--- config.mk ---
export PLATFORM = sky130hd
export DESIGN_NAME = spi_word_select_regen
export DESIGN_NICKNAME = d
export VERILOG_FILES = /design/src/rtl/swsr_pkg.sv /design/src/rtl/swsr_sync.sv /design/src/rtl/swsr_datapath.sv /design/src/rtl/swsr_control.sv /design/src/rtl/spi_word_select_regen.sv
export SDC_FILE = /design/constraint.sdc
export NUM_CORES = 1
export LEC_CHECK = 0
export ABC_CLOCK_PERIOD_IN_PS = 2850
export BUFFER_PORTS_ARGS = -buffer_cell sky130_fd_sc_hd__buf_2
export CORE_ASPECT_RATIO = 1.25
export CORE_MARGIN = 3
export CORE_UTILIZATION = 33
export DETAILED_ROUTE_END_ITERATION = 8
export HOLD_SLACK_MARGIN = 0.02
export PLACE_DENSITY_LB_ADDON = 0.05
export REMOVE_ABC_BUFFERS = 1
export SLEW_MARGIN = 0
export SYNTH_ARGS = -nofsm -noshare
export SYNTH_HDL_FRONTEND = slang
export SYNTH_SLANG_ARGS = --single-unit
--- constraint.sdc ---
create_clock -name clk -period 2.85 [get_ports clk]
set_input_delay 0.855 -clock clk [delete_from_list [all_inputs] [get_ports clk]]
set_output_delay 0.855 -clock clk [all_outputs]
set_load 0.01 [all_outputs]
--- src/rtl/swsr_pkg.sv ---
package swsr_pkg;

  typedef enum logic [1:0] {
    ST_IDLE,
    ST_WORD,
    ST_GAP,
    ST_WAIT
  } regen_state_e;

  typedef struct packed {
    logic startFrame;
    logic clrBits;
    logic incBits;
    logic incWords;
    logic clrHold;
    logic incHold;
    logic setFall;
    logic clrFall;
  } regen_strobe_t;

endpackage

--- src/rtl/swsr_sync.sv ---
module swsr_sync #(
  parameter int   STAGES  = 2,
  parameter logic RST_VAL = 1'b0
) (
  input  logic clk,
  input  logic rstN,
  input  logic din,
  output logic dout
);

  logic [STAGES-1:0] chain;

  generate
    for (genvar i = 0; i < STAGES; i++) begin : g_stage
      if (i == 0) begin : g_first
        always_ff @(posedge clk or negedge rstN) begin
          if (!rstN) chain[0] <= RST_VAL;
          else       chain[0] <= din;
        end
      end else begin : g_next
        always_ff @(posedge clk or negedge rstN) begin
          if (!rstN) chain[i] <= RST_VAL;
          else       chain[i] <= chain[i-1];
        end
      end
    end
  endgenerate

  assign dout = chain[STAGES-1];

endmodule

--- src/rtl/swsr_datapath.sv ---
module swsr_datapath
  import swsr_pkg::*;
#(
  parameter int MIN_LEN  = 4,
  parameter int MAX_LEN  = 32,
  parameter int HOLD_MIN = 2,
  parameter int WCNT_W   = 8,
  parameter int SYNC_N   = 2,
  localparam int LEN_W   = $clog2(MAX_LEN + 1),
  localparam int HOLD_W  = $clog2(HOLD_MIN + 1)
) (
  input  logic              clk,
  input  logic              rstN,
  input  logic [LEN_W-1:0]  wordLen,
  input  logic              mstSelN,
  input  logic              mstSclk,
  input  regen_strobe_t     strb,
  output logic              selIdle,
  output logic              sclkRise,
  output logic              sclkFall,
  output logic              lastBit,
  output logic              holdDone,
  output logic              fallSeen,
  output logic              wordDone,
  output logic [WCNT_W-1:0] wordCount
);

  logic             selSync;
  logic             sclkSync;
  logic             sclkDly;
  logic [LEN_W-1:0] lenEff;
  logic [LEN_W-1:0] lenReg;
  logic [LEN_W-1:0] bitCnt;
  logic [HOLD_W-1:0] holdCnt;

  swsr_sync #(.STAGES(SYNC_N), .RST_VAL(1'b1)) i_selSync (
    .clk  (clk),
    .rstN (rstN),
    .din  (mstSelN),
    .dout (selSync)
  );

  swsr_sync #(.STAGES(SYNC_N), .RST_VAL(1'b1)) i_sclkSync (
    .clk  (clk),
    .rstN (rstN),
    .din  (mstSclk),
    .dout (sclkSync)
  );

  always_ff @(posedge clk or negedge rstN) begin
    if (!rstN) sclkDly <= 1'b1;
    else       sclkDly <= sclkSync;
  end

  assign selIdle  = selSync;
  assign sclkRise = sclkSync & ~sclkDly;
  assign sclkFall = ~sclkSync & sclkDly;

  // Word length clamped into the supported range
  always_comb begin
    if (wordLen < LEN_W'(MIN_LEN))      lenEff = LEN_W'(MIN_LEN);
    else if (wordLen > LEN_W'(MAX_LEN)) lenEff = LEN_W'(MAX_LEN);
    else                                lenEff = wordLen;
  end

  always_ff @(posedge clk or negedge rstN) begin
    if (!rstN)               lenReg <= LEN_W'(MIN_LEN);
    else if (strb.startFrame) lenReg <= lenEff;
  end

  always_ff @(posedge clk or negedge rstN) begin
    if (!rstN)             bitCnt <= '0;
    else if (strb.clrBits) bitCnt <= '0;
    else if (strb.incBits) bitCnt <= bitCnt + 1'b1;
  end

  assign lastBit = (bitCnt == lenReg - 1'b1);

  always_ff @(posedge clk or negedge rstN) begin
    if (!rstN)             holdCnt <= '0;
    else if (strb.clrHold) holdCnt <= '0;
    else if (strb.incHold && !holdDone) holdCnt <= holdCnt + 1'b1;
  end

  assign holdDone = (holdCnt == HOLD_W'(HOLD_MIN - 1));

  always_ff @(posedge clk or negedge rstN) begin
    if (!rstN)             fallSeen <= 1'b0;
    else if (strb.clrFall) fallSeen <= 1'b0;
    else if (strb.setFall) fallSeen <= 1'b1;
  end

  always_ff @(posedge clk or negedge rstN) begin
    if (!rstN)                wordCount <= '0;
    else if (strb.startFrame) wordCount <= '0;
    else if (strb.incWords)   wordCount <= wordCount + 1'b1;
  end

  always_ff @(posedge clk or negedge rstN) begin
    if (!rstN) wordDone <= 1'b0;
    else       wordDone <= strb.incWords;
  end

endmodule

--- src/rtl/swsr_control.sv ---
module swsr_control
  import swsr_pkg::*;
(
  input  logic          clk,
  input  logic          rstN,
  input  logic          selIdle,
  input  logic          sclkRise,
  input  logic          sclkFall,
  input  logic          lastBit,
  input  logic          holdDone,
  input  logic          fallSeen,
  output regen_strobe_t strb,
  output logic          gapActive
);

  regen_state_e state;
  regen_state_e stateNext;

  always_ff @(posedge clk or negedge rstN) begin
    if (!rstN) state <= ST_IDLE;
    else       state <= stateNext;
  end

  always_comb begin
    stateNext = state;
    strb      = '0;
    case (state)
      ST_IDLE: begin
        if (!selIdle) begin
          stateNext       = ST_WORD;
          strb.startFrame = 1'b1;
          strb.clrBits    = 1'b1;
        end
      end
      ST_WORD: begin
        if (selIdle) begin
          stateNext = ST_IDLE;
        end else if (sclkRise) begin
          if (lastBit) begin
            stateNext     = ST_GAP;
            strb.incWords = 1'b1;
            strb.clrHold  = 1'b1;
            strb.clrFall  = 1'b1;
          end else begin
            strb.incBits = 1'b1;
          end
        end
      end
      ST_GAP: begin
        if (selIdle) begin
          stateNext = ST_IDLE;
        end else begin
          strb.incHold = 1'b1;
          if (sclkFall) strb.setFall = 1'b1;
          if (holdDone) stateNext = ST_WAIT;
        end
      end
      ST_WAIT: begin
        if (selIdle) begin
          stateNext = ST_IDLE;
        end else if (sclkFall || fallSeen) begin
          stateNext    = ST_WORD;
          strb.clrBits = 1'b1;
          strb.clrFall = 1'b1;
        end
      end
      default: stateNext = ST_IDLE;
    endcase
  end

  assign gapActive = (state == ST_GAP) || (state == ST_WAIT);

endmodule

--- src/rtl/spi_word_select_regen.sv ---
module spi_word_select_regen
  import swsr_pkg::*;
#(
  parameter int MIN_LEN  = 4,
  parameter int MAX_LEN  = 32,
  parameter int HOLD_MIN = 2,
  parameter int WCNT_W   = 8,
  localparam int LEN_W   = $clog2(MAX_LEN + 1)
) (
  input  logic              clk,
  input  logic              rstN,
  input  logic [LEN_W-1:0]  wordLen,
  input  logic              mstSelN,
  input  logic              mstSclk,
  input  logic              mstMosi,
  output logic              mstMiso,
  output logic              slvSelN,
  output logic              slvSclk,
  output logic              slvMosi,
  input  logic              slvMiso,
  output logic              wordDone,
  output logic [WCNT_W-1:0] wordCount
);

  regen_strobe_t strb;
  logic selIdle;
  logic sclkRise;
  logic sclkFall;
  logic lastBit;
  logic holdDone;
  logic fallSeen;
  logic gapActive;

  swsr_datapath #(
    .MIN_LEN  (MIN_LEN),
    .MAX_LEN  (MAX_LEN),
    .HOLD_MIN (HOLD_MIN),
    .WCNT_W   (WCNT_W),
    .SYNC_N   (2)
  ) i_datapath (
    .clk       (clk),
    .rstN      (rstN),
    .wordLen   (wordLen),
    .mstSelN   (mstSelN),
    .mstSclk   (mstSclk),
    .strb      (strb),
    .selIdle   (selIdle),
    .sclkRise  (sclkRise),
    .sclkFall  (sclkFall),
    .lastBit   (lastBit),
    .holdDone  (holdDone),
    .fallSeen  (fallSeen),
    .wordDone  (wordDone),
    .wordCount (wordCount)
  );

  swsr_control i_control (
    .clk       (clk),
    .rstN      (rstN),
    .selIdle   (selIdle),
    .sclkRise  (sclkRise),
    .sclkFall  (sclkFall),
    .lastBit   (lastBit),
    .holdDone  (holdDone),
    .fallSeen  (fallSeen),
    .strb      (strb),
    .gapActive (gapActive)
  );

  // Raw master select gives immediate assert and immediate release
  assign slvSelN = mstSelN | gapActive;
  assign slvSclk = mstSclk;
  assign slvMosi = mstMosi;
  assign mstMiso = slvMiso;

endmodule

==> results.cfg, run 1 <==
[outcome]
status = completed

[synth]
synth-edff-count = 0
synth_top_area_frac = 0.365
synth_ff_type = dfrtp_1
synth_warnings = 0
yosysSeqAreaShare = 0.457
syn_inst = 177
avgSynthCellArea_um2 = 9.68
synth_area_leader_cell = dfrtp_1
ys_async_sr_fraction = 1.00
synth_area_leaders = dfrtp_1, dfstp_2, xnor2_1
ys_ff_latch = 31
ys_types = 40
synth_area_mm2 = 0.00171

[floorplanning]
core_mm2 = 0.00487
ios = 25
die-height_um = 86.6
chipWidth_um = 70.4
die_area_mm2 = 0.00610
start_util = 0.352
rows = 28

[sta]
finalHoldViolCount = 0
skew_ps = 5.64
hold_slack_ps = 355
rsz0062_at_grt = false
period_needed_ps = 2480
maxSlewHeadroom = 0.458
post-route-period-util = 0.871
finalSetupTns_ps = 0
tightest_slew_ps = 809
max_freq_mhz = 403
setup_viol = 0
slew_violations = 0

[cts]
ctsResizeCount = 0
hold_buffers = 0
numCtsBuffers = 5
clk_pin_slew_worst_paths_ps = 70
post_cts.repair.setup_buffers = 0
cts_sinks = 31
h-tree-depth = 2
clockRootBuffer = clkbuf_8
cts.path.max_buffers = 2
cts_tree = yes
clkLatencyLatePin_ps = 280

[worst_setup_path]
crit_chain = inv_1, ha_1, or3_1, buf_2
crit_required_ps = 2000
worstPathArrival_ps = 1630
crit_path_start_kind = register
end_kind = output port
r2r-end = i_datapath.wordCount[5]
cp_top_family = flip-flops
r2r_start = i_datapath.lenReg[0]
crit_type = register to output port
max_stage_delay_ps = 450
rrSetupSlack_ps = 530
worst-path-buf-inv = 2
critPathSlowestCell = dfrtp_1
reg2reg_depth = 7
path_max_fanout = 6

[route]
top_layer = met4
num_vias = 1323
wl_um = 3580
dr_wl_met2_um = 1830
post_drt_wl_per_cell_um = 13.8
avgViaCountPerCell = 5.11
dr.pass1.iters = 4
met1_length_um = 1620
drtAntennaViolNets = 0
drt_iter0_markers = 70
wl_met3_um = 104
drcViolationCount = 0

[power_and_ir_drop]
power.share.sequential = 0.377
swShare = 0.388
p_switching_uw = 667
pwr-share-comb = 0.403
p_int_uw = 1050
p_leak_uw = 0.000876
cellPowerDensity_mw_per_mm2 = 880
power.clock.fraction = 0.220
peakVddDrop_mv = 0.316

[cells_and_area]
antenna_cells = 0
layoutNonFillerInstCount = 259
areaGrowthSynthToFinish_pct = 14.0
drive_above_1_share = 0.206
final_nets = 218

[placed_design]
placement.io_buffers = 20
dp_cells = 251
dp_hpwl_um = 2630
gp_congestion = 0.832

[global_routing]
overflow = 0
grt_pass1_vias = 1337
grt_max_degree = 32
grt_pass1_wl_um = 6310
antenna_found_initial = 0
grt.total_usage = 0.130

[min_path]
min-delay-path-class = register to register
min_to = i_datapath.i_selSync.dout
hold_start = i_datapath.i_selSync.chain[0]
min_path_cells = 0

[job]
cap_violations = 0
sequential cells by signal (all words and copies together), names as in the netlist:
register                     cells
i_datapath.wordCount             8
i_datapath.i_selSync.chain       1
i_datapath.bitCnt                6
i_control.state                  2
i_datapath.i_sclkSync.chain      1
i_datapath.holdCnt               2
i_datapath.i_sclkSync.dout       1
i_datapath.sclkDly               1
i_datapath.fallSeen              1
i_datapath.i_selSync.dout        1
i_datapath.wordDone              1
i_datapath.lenReg                6
kinds of logic (layout without fill, tap and decap cells):
family / Yosys count / in the layout / synth area share
flip-flops: 31 / 31 / 0.457
multiplexers: 3 / 3 / 0.0175
buffers and inverters: 19 / 41 / 0.0533
adder cells (fa/ha/maj): 8 / 8 / 0.0584
AO/OA/AOI/OAI: 37 / 37 / 0.146
XOR/XNOR: 14 / 14 / 0.0716
AND/OR/NAND/NOR: 65 / 65 / 0.196
metrics by stage:
step                power (uW)   util  instance area (um2)  worst slack (ps)
detailed placement        1350  0.381                 1850               532
floorplan                 1150      -                 1660               524
CTS                       1740  0.401                 1950               338
global route              1860  0.401                 1950               256
global placement          1330  0.381                 1850               603
finish                    1720  0.401                 1950               368
worst max path at each step:
stage                         start                 endpoint  depth (start not counted)
2_1_floorplan  i_datapath.lenReg[0]  i_datapath.wordCount[5]                          7
3_3_place_gp                mstSelN                  slvSelN                          3
3_5_place_dp   i_datapath.lenReg[0]  i_datapath.wordCount[5]                          7
4_1_cts          i_control.state[0]                  slvSelN                          4
5_1_grt          i_control.state[0]                  slvSelN                          4
6_report         i_control.state[0]                  slvSelN                          4
layer usage:
layer  vias to the layer above  global-route usage
li1                        655                   -
met1                       642               0.163
met2                        24               0.209
met3                         2              0.0371
met4                         0              0.0592
met5                         -                   0
Yosys cell counts, types with 2 or more instances:
master	count
nor3_1	2
mux2i_1	3
nor2_1	17
xnor2_1	12
nand2_1	16
o21ai_0	11
a211oi_1	2
nor3_2	2
nand3_1	4
ha_1	8
nor2b_1	4
xor2_1	2
nand4_1	4
inv_1	11
o31ai_1	2
dfstp_2	6
clkbuf_1	3
buf_4	3
nand2b_1	2
a21oi_1	11
a31oi_1	3
or3_1	7
dfrtp_1	25
cell usage in the layout (no fill, tap or decap), types with 3 or more instances in the layout:
master,Yosys,final
mux2i_1,3,3
o21ai_0,11,11
nor2b_1,4,4
nand3_1,4,4
or3_1,7,7
buf_2,1,20
inv_1,11,11
xnor2_1,12,12
dfstp_2,6,6
nor2_1,17,17
dfrtp_1,25,25
clkbuf_8,0,7
nand4_1,4,4
ha_1,8,8
nand2_1,16,16
a31oi_1,3,3
a21oi_1,11,11
power by group through the flow:
| stage | clock, uW | sequential [uW] | combinational [uW] |
|---|---|---|---|
| floorplan | 0 | 627 | 524 |
| global route | 418 | 664 | 779 |
| finish | 378 | 647 | 693 |
| global placement | 0 | 652 | 677 |
| CTS | 396 | 649 | 695 |
| detailed placement | 0 | 658 | 689 |
worst reg2reg max path, cell delays in order (launching register included):
cell     delay (ps)
dfrtp_1         420
inv_1            90
ha_1            220
or3_1           390
a31oi_2         220
nand3_2         200
or4_1           540
a21oi_1         160
layout make-up:
| type | instances | area, um2 |
|---|---|---|
| Sequential cell | 31 | 783 |
| Multi-Input combinational cell | 127 | 838 |
| Fill cell | 489 | 2920 |
| Clock buffer | 8 | 100 |
| Timing Repair Buffer | 22 | 115 |
| Inverter | 11 | 41.3 |
| Tap cell | 60 | 75.1 |
Note: power is estimated with default switching activity, not from simulation.
==> inputs of run 2 (changes only) <==
Settings changed: ABC_CLOCK_PERIOD_IN_PS 2850 to 2550, CORE_UTILIZATION 33 to 56.
Clock period 2.85 ns to 2.55 ns, I/O delays scaled along.
==> run 2 against run 1 <==
Utilization increased by 27 points; cell count down 10%; cell area fell by 2.9%; combinational power is 13% higher; via count rose by 2.3%; flip-flop and latch count stayed put; routed wire length shrank 2.3%; critical endpoint unchanged; worst hold slack better by 5.9 ps; largest power group unchanged.
==> results.cfg, run 2 (same netlist as run 1, synthesis figures left out) <==
[global_routing]
antenna_found_initial = 0
grt_max_degree = 32
grt_pass1_vias = 1367
overflow = 0
grt_pass1_wl_um = 5860
grt.total_usage = 0.203

[worst_setup_path]
crit_required_ps = 1790
r2r-end = i_datapath.wordCount[5]
path_max_fanout = 6
reg2reg_depth = 7
rrSetupSlack_ps = 170
worst-path-buf-inv = 2
crit_type = register to output port
crit_end = slvSelN
r2r_start = i_datapath.lenReg[0]
crit_start = i_control.state[0]
crit_path_start_kind = register
end_kind = output port
max_stage_delay_ps = 440
cp_top_family = flip-flops
critical_path_cell_count = 4
worstPathArrival_ps = 1660
crit_chain = inv_1, ha_1, or3_1, buf_2
critPathSlowestCell = dfrtp_1

[cts]
numCtsBuffers = 5
cts_sinks = 31
hold_buffers = 0
clkLatencyLatePin_ps = 330
cts.path.max_buffers = 2
h-tree-depth = 2
cts_tree = yes
clockRootBuffer = clkbuf_4
post_cts.repair.setup_buffers = 0
ctsResizeCount = 0
clk_pin_slew_worst_paths_ps = 90

[cells_and_area]
drive_above_1_share = 0.206
final_cell_mix = dfrtp_1, buf_2, nor2_1, nand2_1, xnor2_1
final_nets = 218
layout.cells.most_common = dfrtp_1
areaGrowthSynthToFinish_pct = 10.7
reg.largest.list = i_datapath.wordCount: 8 flops, i_datapath.bitCnt: 6 flops, i_datapath.lenReg: 6 flops
seq_area_um2 = 783
stdcell_area_mm2 = 0.00190
largest_reg_flops = 8
multi_input_area_um2 = 846
antenna_cells = 0
n_fill_cell = 237
top_register = i_datapath.wordCount

[sta]
finalSetupTns_ps = 0
post-route-period-util = 0.949
slew_violations = 0
period_needed_ps = 2420
setup_viol = 0
rsz0062_at_grt = false
finalHoldViolCount = 0
maxSlewHeadroom = 0.521
tightest_slew_ps = 716
max_freq_mhz = 413
skew_ps = 13.2

[min_path]
min-delay-path-class = register to register
hold_start = i_datapath.i_selSync.chain[0]

[route]
drcViolationCount = 0
dr.pass1.iters = 4
avgViaCountPerCell = 5.81
drt_iter0_markers = 37
num_vias = 1354
drtAntennaViolNets = 0
post_drt_wl_per_cell_um = 15.0
wl_um = 3500

[placed_design]
postPlaceCellArea_mm2 = 0.00182
gp_congestion = 0.763
placement.io_buffers = 20
dp_hpwl_um = 2520

[floorplanning]
core_mm2 = 0.00281
rows = 21
die-height_um = 67.8
start_util = 0.609
die_area_mm2 = 0.00376
chipWidth_um = 55.5
ios = 25

[job]
cap_violations = 0

[power_and_ir_drop]
cellPowerDensity_mw_per_mm2 = 969
p_leak_uw = 0.000863
peakVddDrop_mv = 0.677

[outcome]
status = completed
run 2: cell types whose count changed in the layout (fill, tap and decap cells not counted):
| cell | before | now |
|---|---|---|
| nand3_2 | 1 | 0 |
| nand3_4 | 0 | 1 |
| clkbuf_8 | 7 | 2 |
| clkbuf_4 | 0 | 5 |
run 2: how the worst min path moves through the flow:
stage,endpoint,slack (ps),depth (start not counted)
after floorplan,i_datapath.i_sclkSync.dout,350,0
after CTS,i_datapath.i_selSync.dout,360,0
after global placement,i_datapath.i_selSync.dout,350,0
after detailed placement,i_datapath.i_selSync.dout,350,0
after global routing,i_datapath.i_sclkSync.dout,370,0
final,i_datapath.i_selSync.dout,360,0
run 2: final cells by class:
cell class,instances,share of cell area
clock buffers,8,0.0363
inverters,11,0.0218
multi-input cells,127,0.446
flip-flops and latches,31,0.413
well taps,34,0.0224
repair buffers,22,0.0607
run 2: where the power goes:
group	total (uW)	leakage (uW)	internal, uW	switching (uW)
sequential	729	0.000400	601	128
combinational	785	0.000425	330	456
clock	324	0.0000386	162	161
run 2: metrics by stage:
stage | total power, uW | cells | setup slack [ps] | hold WS [ps] | util
3_5_place_dp | 1510 | 225 | 201 | 348 | 0.648
2_1_floorplan | 1290 | 169 | 224 | 345 | -
6_report | 1840 | 233 | 130 | 361 | 0.675
4_1_cts | 1840 | 233 | 110 | 361 | 0.672
3_3_place_gp | 1450 | 225 | 318 | 347 | 0.648
5_1_grt | 1970 | 233 | 5.21 | 368 | 0.675
run 2: worst reg2reg max path, cell delays in order (launching register included):
cell and delay (ps):
dfrtp_1 440, inv_1 80, ha_1 230, or3_1 410, a31oi_2 280, nand3_4 170
or4_1 550, a21oi_1 150
run 2: metal layers:
metal	vias to the layer above	track usage	part of all wire
li1	653	-	-
met1	665	0.217	0.41
met2	30	0.376	0.54
met3	6	0.0509	0.039
met4	0	0.103	0.016
met5	-	0	0
==> inputs of run 3 (changes only) <==
Settings changed: RECOVER_POWER set to 25.
==> run 3 against run 2 <==
The flow now finishes with violations (capacitance limit, slew limit); first-iteration DRC count did not move; cell count did not move; via count about the same; fmax is essentially flat; sequential share of layout area is 0.054 points higher; die area is the same; worst setup slack about the same; non-clock buffer count unchanged; clock power barely moved; count of clock-buffer cells in the layout is the same; flip-flop and latch count unchanged.
==> results.cfg, run 3 (same netlist as run 1, synthesis figures left out) <==
[outcome]
status = finished, violations left
failed_checks = capacitance limit, slew limit

[route]
avgViaCountPerCell = 5.82
drcViolationCount = 0
drt_iter0_markers = 37
post_drt_wl_per_cell_um = 15.0
num_vias = 1355
dr.pass1.iters = 4
drtAntennaViolNets = 0
wl_um = 3500

[placed_design]
dp_hpwl_um = 2520
placement.io_buffers = 20
dp_cells = 225
gp_congestion = 0.763

[sta]
max_freq_mhz = 413
rsz0062_at_grt = false
period_needed_ps = 2420
tightest_slew_ps = 1600
finalSetupTns_ps = 0
slew_violations = 32
finalHoldViolCount = 0
maxSlewHeadroom = -0.0648
setup_viol = 0
post-route-period-util = 0.949
skew_ps = 13.1

[floorplanning]
die_area_mm2 = 0.00376
rows = 21
core_mm2 = 0.00281
chipWidth_um = 55.5
die-height_um = 67.8
ios = 25
start_util = 0.609

[cts]
cts_sinks = 31
cts_tree = yes
ctsResizeCount = 0
clkLatencyLatePin_ps = 330
post_cts.repair.setup_buffers = 0
h-tree-depth = 2
hold_buffers = 0
clockRootBuffer = clkbuf_4
cts.path.max_buffers = 2
clk_pin_slew_worst_paths_ps = 90
numCtsBuffers = 5

[min_path]
min-delay-path-class = register to register
hold_start = i_datapath.i_selSync.chain[0]
min_path_cells = 0
min_to = i_datapath.i_selSync.dout

[job]
cap_violations = 1

[worst_setup_path]
critPathSlowestCell = dfrtp_1
worst-path-buf-inv = 2
max_stage_delay_ps = 440
worstPathArrival_ps = 1660
crit_required_ps = 1790
crit_path_start_kind = register
path_max_fanout = 6
reg2reg_depth = 7
rrSetupSlack_ps = 170
r2r_start = i_datapath.lenReg[0]
end_kind = output port
r2r-end = i_datapath.wordCount[5]
crit_type = register to output port
cp_top_family = flip-flops
crit_chain = inv_1, ha_1, or3_1, buf_2

[cells_and_area]
reg.largest.list = i_datapath.wordCount: 8 flops, i_datapath.bitCnt: 6 flops, i_datapath.lenReg: 6 flops
final_cell_mix = dfrtp_1, buf_2, nor2_1, nand2_1, xnor2_1
antenna_cells = 0
areaGrowthSynthToFinish_pct = 10.6
layout.cells.most_common = dfrtp_1
drive_above_1_share = 0.191
largest_reg_flops = 8
final_nets = 218
layoutNonFillerInstCount = 233
top_register = i_datapath.wordCount

[power_and_ir_drop]
power.share.sequential = 0.397
p_int_uw = 1090
pwr-share-comb = 0.427
p_leak_uw = 0.000857
swShare = 0.406
p_switching_uw = 745
cellPowerDensity_mw_per_mm2 = 970
peakVddDrop_mv = 0.676
power.clock.fraction = 0.176

[global_routing]
grt_pass1_wl_um = 5860
grt_pass1_vias = 1367
antenna_found_initial = 0
grt.total_usage = 0.203
overflow = 0
met1_usage = 0.217
top_usage_layer = met2
gr-usage-met3 = 0.0509
grt_max_degree = 32
use_met2 = 0.376
## run 3: cell count changes in the layout (fill, tap and decap cells not counted), sizes merged
cell    delta
buf        -2
clkbuf     +2
## run 3: per-stage QoR
stage / setup slack (ps) / util / power, uW / hold slack (ps) / area (um2)
after floorplan: 224 / - / 1290 / 345 / 1660
after global placement: 318 / 0.648 / 1450 / 347 / 1820
after CTS: 110 / 0.672 / 1840 / 361 / 1890
after global routing: 5.25 / 0.674 / 1970 / 368 / 1890
final: 130 / 0.674 / 1840 / 361 / 1890
after detailed placement: 201 / 0.648 / 1510 / 348 / 1820
## run 3: area by class of cell
type,count,area [um2]
inverters,11,41.3
repair buffers,22,113
clock buffers,8,68.8
flip-flops and latches,31,783
fillers,239,917
well taps,34,42.5
multi-input cells,127,846
## run 3: power groups by stage
stage	combinational, uW	sequential (uW)	clock [uW]
2_1_floorplan	585	701	0
3_3_place_gp	725	727	0
3_5_place_dp	773	736	0
4_1_cts	781	727	336
5_1_grt	879	743	351
6_report	785	729	324
## run 3: routing by layer
| metal | vias up | part of all wire |
|---|---|---|
| li1 | 653 | - |
| met1 | 666 | 0.41 |
| met2 | 30 | 0.54 |
| met3 | 6 | 0.040 |
| met4 | 0 | 0.016 |
| met5 | - | 0 |
## run 3: how the worst max path moves through the flow
stage | startpoint | to | slack [ps] | cells past startpoint
floorplan | i_datapath.lenReg[0] | i_datapath.wordCount[5] | 220 | 7
global placement | i_datapath.lenReg[0] | i_datapath.wordCount[5] | 320 | 7
detailed placement | i_datapath.lenReg[0] | i_datapath.wordCount[5] | 200 | 7
CTS | i_control.state[0] | slvSelN | 110 | 4
global route | i_control.state[0] | slvSelN | 5 | 4
finish | i_control.state[0] | slvSelN | 130 | 4
